<file path="config.mk">
export PLATFORM = sky130hd
export DESIGN_NAME = task_dispatch_sched
export DESIGN_NICKNAME = d
export VERILOG_FILES = /design/src/rtl/sched_pkg.sv /design/src/rtl/sched_trig_latch.sv /design/src/rtl/sched_prio_pick.sv /design/src/rtl/sched_dispatch_ctrl.sv /design/src/rtl/task_dispatch_sched.sv
export SDC_FILE = /design/constraint.sdc
export NUM_CORES = 1
export LEC_CHECK = 0
export ABC_AREA = 1
export CORE_UTILIZATION = 45
export CTS_CLUSTER_SIZE = 20
export DETAILED_ROUTE_END_ITERATION = 7
export PLACE_DENSITY = 0.77
export SLEW_MARGIN = 40
export SYNTH_ARGS = -nofsm -noshare
export SYNTH_HDL_FRONTEND = slang
export SYNTH_SLANG_ARGS = --single-unit
</file>
<file path="constraint.sdc">
create_clock -name clk -period 2.8 [get_ports clk]
set_input_delay 0.42 -clock clk [delete_from_list [all_inputs] [get_ports clk]]
set_output_delay 0.42 -clock clk [all_outputs]
set_load 0.05 [all_outputs]
</file>
<file path="src/rtl/sched_pkg.sv">
package sched_pkg;
  localparam int NTASK  = 8;
  localparam int TIDX_W = $clog2(NTASK);
  localparam int BG_IDX = NTASK - 1;

  typedef logic [TIDX_W-1:0] task_idx_t;
  typedef logic [NTASK-1:0]  task_vec_t;

  typedef struct packed {
    logic      valid;
    logic      bg;
    logic      preempt;
    task_idx_t idx;
  } offer_t;
endpackage

</file>
<file path="src/rtl/sched_trig_latch.sv">
module sched_trig_latch
  import sched_pkg::*;
(
  input  logic      clk,
  input  logic      rst_n,
  input  task_vec_t req,
  input  task_vec_t occ,
  input  task_vec_t clr,
  output task_vec_t pend,
  output task_vec_t ovf
);
  for (genvar i = 0; i < NTASK; i++) begin : g_slot
    always_ff @(posedge clk) begin
      if (!rst_n) begin
        pend[i] <= 1'b0;
        ovf[i]  <= 1'b0;
      end else begin
        if (req[i] && (pend[i] || occ[i])) ovf[i] <= 1'b1;
        if (clr[i])                        pend[i] <= 1'b0;
        else if (req[i] && !occ[i])        pend[i] <= 1'b1;
      end
    end

    assert_ovf_sticky_R6: assert property (@(posedge clk) disable iff (!rst_n)
      ovf[i] |=> ovf[i]);
  end

  // a task is never pending while it is also offered or running
  assert_no_dup_R6: assert property (@(posedge clk) disable iff (!rst_n)
    (pend & occ) == '0);
endmodule

</file>
<file path="src/rtl/sched_prio_pick.sv">
module sched_prio_pick
  import sched_pkg::*;
(
  input  logic      clk,
  input  logic      rst_n,
  input  task_vec_t req,
  output logic      any,
  output task_idx_t idx,
  output task_vec_t grant
);
  logic [NTASK:0] seen;
  assign seen[0] = 1'b0;

  for (genvar i = 0; i < NTASK; i++) begin : g_chain
    assign grant[i]  = req[i] & ~seen[i];
    assign seen[i+1] = seen[i] | req[i];
  end

  assign any = seen[NTASK];

  always_comb begin
    idx = '0;
    for (int i = NTASK - 1; i >= 0; i--) begin
      if (req[i]) idx = task_idx_t'(i);
    end
  end

  assert_grant_onehot_R3: assert property (@(posedge clk) disable iff (!rst_n)
    $onehot0(grant));
  assert_grant_matches_R3: assert property (@(posedge clk) disable iff (!rst_n)
    any |-> grant[idx]);
endmodule

</file>
<file path="src/rtl/sched_dispatch_ctrl.sv">
module sched_dispatch_ctrl
  import sched_pkg::*;
(
  input  logic      clk,
  input  logic      rst_n,
  input  task_vec_t pend,
  input  task_vec_t enable,
  input  logic      bg_mode,
  input  logic      bg_unint,
  input  logic      terminate,
  input  logic      ready,
  input  logic      done,
  input  logic      pick_any,
  input  task_idx_t pick_idx,
  input  task_vec_t pick_grant,
  output task_vec_t cand,
  output task_vec_t clr,
  output task_vec_t occ,
  output offer_t    offer,
  output logic      resume,
  output logic      bg_active
);
  offer_t    offer_q;
  logic      fg_busy, bg_run, bg_susp, resume_q;
  task_idx_t fg_idx;

  task_vec_t fg_mask, fg_cand;
  logic      bg_cand, idle, shield, fire, accept, resume_cond;

  always_comb begin
    fg_mask = '1;
    if (bg_mode) fg_mask[BG_IDX] = 1'b0;
  end

  assign fg_cand = pend & enable & fg_mask;
  assign bg_cand = bg_mode && pend[BG_IDX] && enable[BG_IDX] && !bg_run;

  always_comb begin
    cand = fg_cand;
    cand[BG_IDX] = fg_cand[BG_IDX] | bg_cand;
  end

  assign idle        = !offer_q.valid && !fg_busy;
  assign shield      = bg_run && !bg_susp && bg_unint;
  assign fire        = idle && !shield && pick_any;
  assign accept      = offer_q.valid && ready;
  assign resume_cond = bg_susp && idle && (fg_cand == '0);
  assign clr         = fire ? pick_grant : '0;

  for (genvar i = 0; i < NTASK; i++) begin : g_occ
    if (i == BG_IDX) begin : g_bg
      assign occ[i] = (offer_q.valid && offer_q.idx == task_idx_t'(i)) ||
                      (fg_busy && fg_idx == task_idx_t'(i)) || bg_run;
    end else begin : g_fg
      assign occ[i] = (offer_q.valid && offer_q.idx == task_idx_t'(i)) ||
                      (fg_busy && fg_idx == task_idx_t'(i));
    end
  end

  always_ff @(posedge clk) begin
    if (!rst_n) begin
      offer_q  <= '0;
      fg_busy  <= 1'b0;
      fg_idx   <= '0;
      bg_run   <= 1'b0;
      bg_susp  <= 1'b0;
      resume_q <= 1'b0;
    end else begin
      if (fire) begin
        offer_q.valid   <= 1'b1;
        offer_q.idx     <= pick_idx;
        offer_q.bg      <= bg_mode && (pick_idx == task_idx_t'(BG_IDX));
        offer_q.preempt <= bg_run && !bg_susp;
      end else if (accept) begin
        offer_q.valid <= 1'b0;
      end

      if (accept && !offer_q.bg) begin
        fg_busy <= 1'b1;
        fg_idx  <= offer_q.idx;
      end else if (done && fg_busy) begin
        fg_busy <= 1'b0;
      end

      if (terminate)                  bg_run <= 1'b0;
      else if (accept && offer_q.bg)  bg_run <= 1'b1;

      if (terminate)                  bg_susp <= 1'b0;
      else if (fire && bg_run)        bg_susp <= 1'b1;
      else if (resume_cond)           bg_susp <= 1'b0;

      resume_q <= resume_cond && !terminate;
    end
  end

  assign offer     = offer_q;
  assign resume    = resume_q;
  assign bg_active = bg_run;

  assert_offer_hold_R4: assert property (@(posedge clk) disable iff (!rst_n)
    offer_q.valid && !ready |=> offer_q.valid && $stable(offer_q.idx) && $stable(offer_q.preempt));
  assert_run_to_end_R5: assert property (@(posedge clk) disable iff (!rst_n)
    fg_busy |-> !offer_q.valid);
  assert_shield_R10: assert property (@(posedge clk) disable iff (!rst_n)
    shield |=> !$rose(offer_q.valid));
  assert_resume_ctx_R9: assert property (@(posedge clk) disable iff (!rst_n)
    resume_q |-> bg_run && !bg_susp && !fg_busy);
  assert_preempt_ctx_R8: assert property (@(posedge clk) disable iff (!rst_n)
    offer_q.valid && offer_q.preempt && bg_run |-> bg_susp);
endmodule

</file>
<file path="src/rtl/task_dispatch_sched.sv">
module task_dispatch_sched
  import sched_pkg::*;
(
  input  logic              clk,
  input  logic              rst_n,
  input  logic [NTASK-1:0]  trig_i,
  input  logic [NTASK-1:0]  force_i,
  input  logic [NTASK-1:0]  enable_i,
  input  logic              bg_mode_i,
  input  logic              terminate_i,
  input  logic              bg_unint_i,
  output logic              dispatch_valid_o,
  input  logic              dispatch_ready_i,
  output logic [TIDX_W-1:0] dispatch_task_o,
  output logic              dispatch_preempt_o,
  input  logic              done_i,
  output logic              resume_o,
  output logic              bg_running_o,
  output logic [NTASK-1:0]  overflow_o
);
  task_vec_t req, pend, occ, clr, cand, grant;
  logic      pick_any;
  task_idx_t pick_idx;
  offer_t    offer;

  assign req = trig_i | force_i;

  sched_trig_latch u_latch (
    .clk(clk), .rst_n(rst_n), .req(req), .occ(occ), .clr(clr),
    .pend(pend), .ovf(overflow_o)
  );

  sched_prio_pick u_pick (
    .clk(clk), .rst_n(rst_n), .req(cand),
    .any(pick_any), .idx(pick_idx), .grant(grant)
  );

  sched_dispatch_ctrl u_ctrl (
    .clk(clk), .rst_n(rst_n), .pend(pend), .enable(enable_i),
    .bg_mode(bg_mode_i), .bg_unint(bg_unint_i), .terminate(terminate_i),
    .ready(dispatch_ready_i), .done(done_i),
    .pick_any(pick_any), .pick_idx(pick_idx), .pick_grant(grant),
    .cand(cand), .clr(clr), .occ(occ), .offer(offer),
    .resume(resume_o), .bg_active(bg_running_o)
  );

  assign dispatch_valid_o   = offer.valid;
  assign dispatch_task_o    = offer.idx;
  assign dispatch_preempt_o = offer.preempt;
endmodule

</file>
==> results.md, run 1 <==
* Status: complete, no violations
* Largest net degree at the start of global routing at 16
* Vias/cell at 4.76
* Clk sinks at 29
* Post-synthesis cell count at 241
* Pleak at 0.991 nW
* Pre-antenna DRT Iters at 4
* Kind of cell adding the most delay to the critical path: buffers and inverters
* Worst-margin pin slew at 0.499 ns
* CP max stage cell: clkdlybuf4s50_1
* Synth cell types at 22
* Pwr Density at 547 nW/um^2
* WP data required at 2.38 ns
* DR vias at 1601
* TritonCTS Buffers at 5
* CP endpoint kind: primary output
* CTS tree: built
* Drt wl/cell at 10.5 um
* Achievable Freq at 483 MHz
* Seq/Total Area, Yosys at 36.9%
* Syn_nets at 272
* Die area at 3740 um^2
* IO Port Bufs at 45
* Nets at 320
* Vias in the first global route at 1244
* Hold_ws at 0.449 ns
* Worst rel slew slack at 66.7%
* Max-slew violations at 0
* Area grow syn2layout at 33.7%
* CP max FO at 8
* Boundary pin count at 46
* Die X at 61.1 um
* Initial antenna violation count at 0
* Post-route setup slack at 0.728 ns
* Fin Setup TNS at 0 ns
* Synth Cell Area at 1570 um^2
* Final Critical Period at 2.07 ns
* Clock skew at 0.00320 ns
* Total count of hold-check failures in the final report at 0
* Worst Hold Class: flip-flop to flip-flop
* Final wirelength at 3530 um
* # setup viols final at 0
* Initial core utilization at 47.2%
* Die Y-Extent at 61.1 um
* GR Overflow Total at 0
* Worst-path cell chain: clkdlybuf4s50_1
* Slowest stage delay, CP at 0.85 ns
* Maximum vdd drop at 0.000285 V
* N_diodes at 0
* Site Rows at 21
* Post-route DRC at 0
* Postcts setup bufs at 0
* Clock Path Buffers at 2
* Clk root buf: clkbuf_4
* DRC violation total after the first TritonRoute iteration at 54
* Worst EP arrival at 1.65 ns
* Critical Path Source Type: flip-flop
* CP Class: flip-flop to primary output
* Mapped Avg Cell Area at 6.53 um^2
* RSZ-0062 raised after global routing: no
* Fin crit share at 74.0%
* ANT nets after route at 0
* H-tree depth at 2
* Max-cap violations at 0
* Core ar. at 3340 um^2
* Layout cell share with drive strength beyond 1 at 10.7%
* Ys Warns at 0
* Gr usage total at 20.5%
* CP Buf/Inv Count at 1
* Post-Place Worst Slack at 0.881 ns
* GPL Wtd Cong at 0.787
* FF+latch count, synth at 29
* Post-CTS sizing at 0
* Clock latency on the worst-skew pair at 0.33 ns
* Hold_buf cts at 0
* Clock Pin Slew Worst Setup and Hold Paths at 0.09 ns
* Hpwl dp at 2730 um
* First-pass GRT wire length at 5440 um
## logic make-up after synthesis
| logic type | synth area share, % |
|---|---|
| flip-flops | 36.9 |
| AND/OR/NAND/NOR | 38.7 |
| buffers and inverters | 11.2 |
| AO/OA/AOI/OAI | 13.2 |
## worst register-to-register path: cells and delay by family, from the launching register on
| family | cells | cell delay, ns |
|---|---|---|
| AND/OR/NAND/NOR | 3 | 0.46 |
| AO/OA/AOI/OAI | 2 | 0.16 |
| buffers and inverters | 2 | 0.14 |
| flip-flops | 1 | 0.47 |
## worst paths after layout
| kind | start | endpoint | slack, ns | cells after the start |
|---|---|---|---|---|
| worst max register to register | u_ctrl.offer[5] | u_latch.pend[2] | 1.48 | 7 |
| worst max-delay path | u_ctrl.offer[5] | dispatch_valid_o | 0.73 | 1 |
| worst min register to register | u_latch.ovf[4] | u_latch.ovf[4] | 0.45 | 2 |
| worst min-delay path | u_latch.ovf[4] | u_latch.ovf[4] | 0.45 | 2 |
## where the power goes
part	switching, mW	internal, mW
clock network	0.145	0.0999
logic	0.255	0.158
registers	0.0365	0.457
total	0.437	0.715
## registers in the layout, summed over array words and instances, names as in the netlist
signal / flops
u_ctrl.bg_susp: 1
u_ctrl.fg_busy: 1
u_ctrl.fg_idx: 3
u_ctrl.resume: 1
u_latch.ovf: 8
u_ctrl.bg_active: 1
u_ctrl.offer: 6
u_latch.pend: 8
## per-layer routing
layer / vias up / wire length [um] / share of wire, % / GRT usage (%)
met4: 0 / 44 / 1.2 / 8.77
li1: 854 / - / - / -
met1: 686 / 1730 / 49 / 28.9
met5: - / 0 / 0 / 0
met2: 56 / 1530 / 43 / 28.9
met3: 5 / 231 / 6.5 / 6.09
## synth_stat cells, drive strengths merged
cell / instances / area (um^2)
nor3: 6 / 30.0
dfxtp: 29 / 581
nand3: 16 / 90.1
inv: 38 / 143
buf: 5 / 33.8
a21oi: 23 / 115
nand2: 60 / 258
nand4: 1 / 6.26
a22oi: 1 / 7.51
o22ai: 3 / 18.8
o21ai: 11 / 58.8
nor2: 40 / 181
a21boi: 1 / 7.51
or2: 7 / 43.8
## final cells by class
class,count,area (um^2)
flip-flops and latches,29,581
repair buffers,46,458
well taps,46,57.6
clock buffers,8,48.8
fillers,332,1230
multi-input cells,169,817
inverters,38,143
## cells in the final DEF (no fill, tap or decap), types with 3 or more instances in the layout
cell	n
clkbuf_4	5
a21oi_1	23
inv_2	3
o22ai_1	3
nor2_1	37
nand3_1	14
inv_1	35
or2_2	7
nor3_1	6
clkdlybuf4s50_1	45
clkbuf_1	3
o21ai_0	10
nand2_1	51
dfxtp_1	29
nand2_2	7
## per-stage QoR
stage	util (%)	area, um^2	cells	power (mW)
after floorplan	-	1570	241	0.790
after global placement	61.6	2060	328	0.911
after detailed placement	61.6	2060	328	0.915
after CTS	63.1	2100	336	1.16
after global routing	63.1	2100	336	1.22
final	63.1	2100	336	1.15
No activity file was read; power rests on OpenSTA's default activity.
==> run 2: changes to the inputs <==
Settings changed: CORE_UTILIZATION 45 to 42, PLACE_DENSITY 0.77 to 0.75.
Clock period 2.8 ns to 1.9 ns, I/O delays scaled along.
==> run 2 against run 1 <==
Effect of this change: clock skew grew 0.0035 ns; clock power grew to 2.7 times the previous value; register-to-register slack lost 0.86 ns; first-iteration DRC count grew 61%; cell area grew 3.6%; hold slack gained 0.0015 ns; via count shrank 1.9%; global-route usage shrank 0.25 points; die area grew 6.9%; critical endpoint is now bg_running_o; largest cell class unchanged.
==> results.md, run 2 (synthesis gave the netlist of run 1 again) <==
* Kind of cell adding the most delay to the critical path: buffers and inverters
* ANT nets after route at 0
* Clock Pin Slew Worst Setup and Hold Paths at 0.06 ns
* Vias/cell at 4.66
* Layout Cells excl Fill at 337
* DRC violation total after the first TritonRoute iteration at 87
* Hpwl dp at 2840 um
* Slowest stage delay, CP at 0.84 ns
* GR Overflow Total at 0
* Fin Setup TNS at 0 ns
* Worst EP arrival at 1.52 ns
* N_diodes at 0
* Max-slew violations at 0
* Drt wl/cell at 10.5 um
* Layout cell share with drive strength beyond 1 at 12.0%
* H-tree depth at 2
* First-pass GRT wire length at 6240 um
* Worst R2R Setup Slack at 0.62 ns
* IO Port Bufs at 45
* Pre-antenna DRT Iters at 4
* Achievable Freq at 553 MHz
* Critical Path Source Type: flip-flop
* Die X at 63.2 um
* Postcts setup bufs at 0
* Fill count at 328
* Largest net degree at the start of global routing at 13
* CP max stage cell: clkdlybuf4s50_1
* Final Critical Period at 1.81 ns
* Die area at 4000 um^2
* Vias in the first global route at 1475
* Clock skew at 0.00675 ns
* Maximum vdd drop at 0.000527 V
* Status: complete, no violations
* Hold depth at 2
* Fin crit share at 95.2%
* Post-route DRC at 0
* Clk root buf: clkbuf_8
* CP max FO at 5
* Pleak at 1.05 nW
* CP endpoint kind: primary output
* Worst-margin pin slew at 0.495 ns
* Initial core utilization at 45.4%
* Pwr Density at 918 nW/um^2
* Area grow syn2layout at 38.5%
* Multi-input logic area at 817 um^2
* Clk sinks at 29
* Die Y-Extent at 63.2 um
* Final wirelength at 3550 um
* DR vias at 1570
* TritonCTS Buffers at 5
* Max-cap violations at 0
* # setup viols final at 0
* WP data required at 1.62 ns
* Clock Path Buffers at 2
* Reg2reg start: u_ctrl.offer[5]
* Most common cell after layout, fill and taps aside: nand2_1
* RR Endpoint: u_latch.pend[0]
* HP Start: u_latch.ovf[7]
* Commonest non-fill, non-tap cells in the layout: nand2_1 (51), clkdlybuf4s50_1 (43), nor2_1 (37)
* Inst Count DP at 329
* Worst Hold Class: flip-flop to flip-flop
* CTS tree: built
* Boundary pin count at 46
* Core ar. at 3470 um^2
* WHS Endpoint: u_latch.ovf[7]
* CP Class: flip-flop to primary output
* Initial antenna violation count at 0
* CP Buf/Inv Count at 1
* Gr usage total at 20.2%
* Site Rows at 21
* Clock latency on the worst-skew pair at 0.28 ns
* Total count of hold-check failures in the final report at 0
* Register area at 581 um^2
* RSZ-0062 raised after global routing: no
* Worst-path cell chain: clkdlybuf4s50_1
* Nets at 321
* Worst r2r path cells at 7
* GPL Wtd Cong at 0.806
* Worst rel slew slack at 66.9%
[run 2: cell types whose count changed in the layout (fill, tap and decap cells not counted)]
cell,before,now
buf_4,1,3
bufinv_16,0,1
clkbuf_1,3,1
clkbuf_4,5,0
clkbuf_8,0,6
clkdlybuf4s50_1,45,43
dlymetal6s2s_1,0,1
[run 2: repair_timing]
action	in CTS	in global routing
endpoints found under the setup margin	0	1
hold buffers	0	0
gates resized for setup	0	1
[run 2: layout make-up]
| cell class | count | area share (%) |
|---|---|---|
| Multi-Input combinational cell | 169 | 37.5 |
| Sequential cell | 29 | 26.6 |
| Timing Repair Buffer | 47 | 21.4 |
| Inverter | 38 | 6.54 |
| Clock buffer | 7 | 3.96 |
| Tap cell | 46 | 2.64 |
| Clock inverter | 1 | 1.38 |
[run 2: worst max-delay path by stage]
stage                           from         endpoint  slack (ns)  cells after the start
global route        u_ctrl.bg_active     bg_running_o        0.02                      1
floorplan           u_ctrl.bg_active  u_ctrl.offer[5]        0.42                      7
CTS                 u_ctrl.bg_active     bg_running_o        0.08                      1
global placement         enable_i[0]  u_ctrl.offer[5]        0.34                      9
finish              u_ctrl.bg_active     bg_running_o        0.09                      1
detailed placement       enable_i[5]  u_ctrl.offer[1]        0.30                     10
[run 2: where the power goes]
part	internal (mW)	switching, mW
combinational	0.233	0.377
sequential	0.674	0.0517
clock	0.427	0.237
total	1.33	0.666
[run 2: per-layer routing]
metal | global-route usage [%] | wire [um]
met2 | 32.4 | 1570
met5 | 0 | 0
met4 | 10.2 | 72
met1 | 25.8 | 1810
met3 | 3.80 | 100
[run 2: metrics by stage]
stage	power [mW]	hold WS [ns]	area, um^2	utilization [%]	worst slack [ns]
final	2.00	0.450	2180	62.8	0.0908
after global routing	2.11	0.468	2180	62.8	0.0162
after CTS	2.01	0.453	2180	62.8	0.0781
after detailed placement	1.35	0.443	2060	59.4	0.297
after global placement	1.34	0.437	2060	59.4	0.341
after floorplan	1.16	0.423	1570	-	0.424
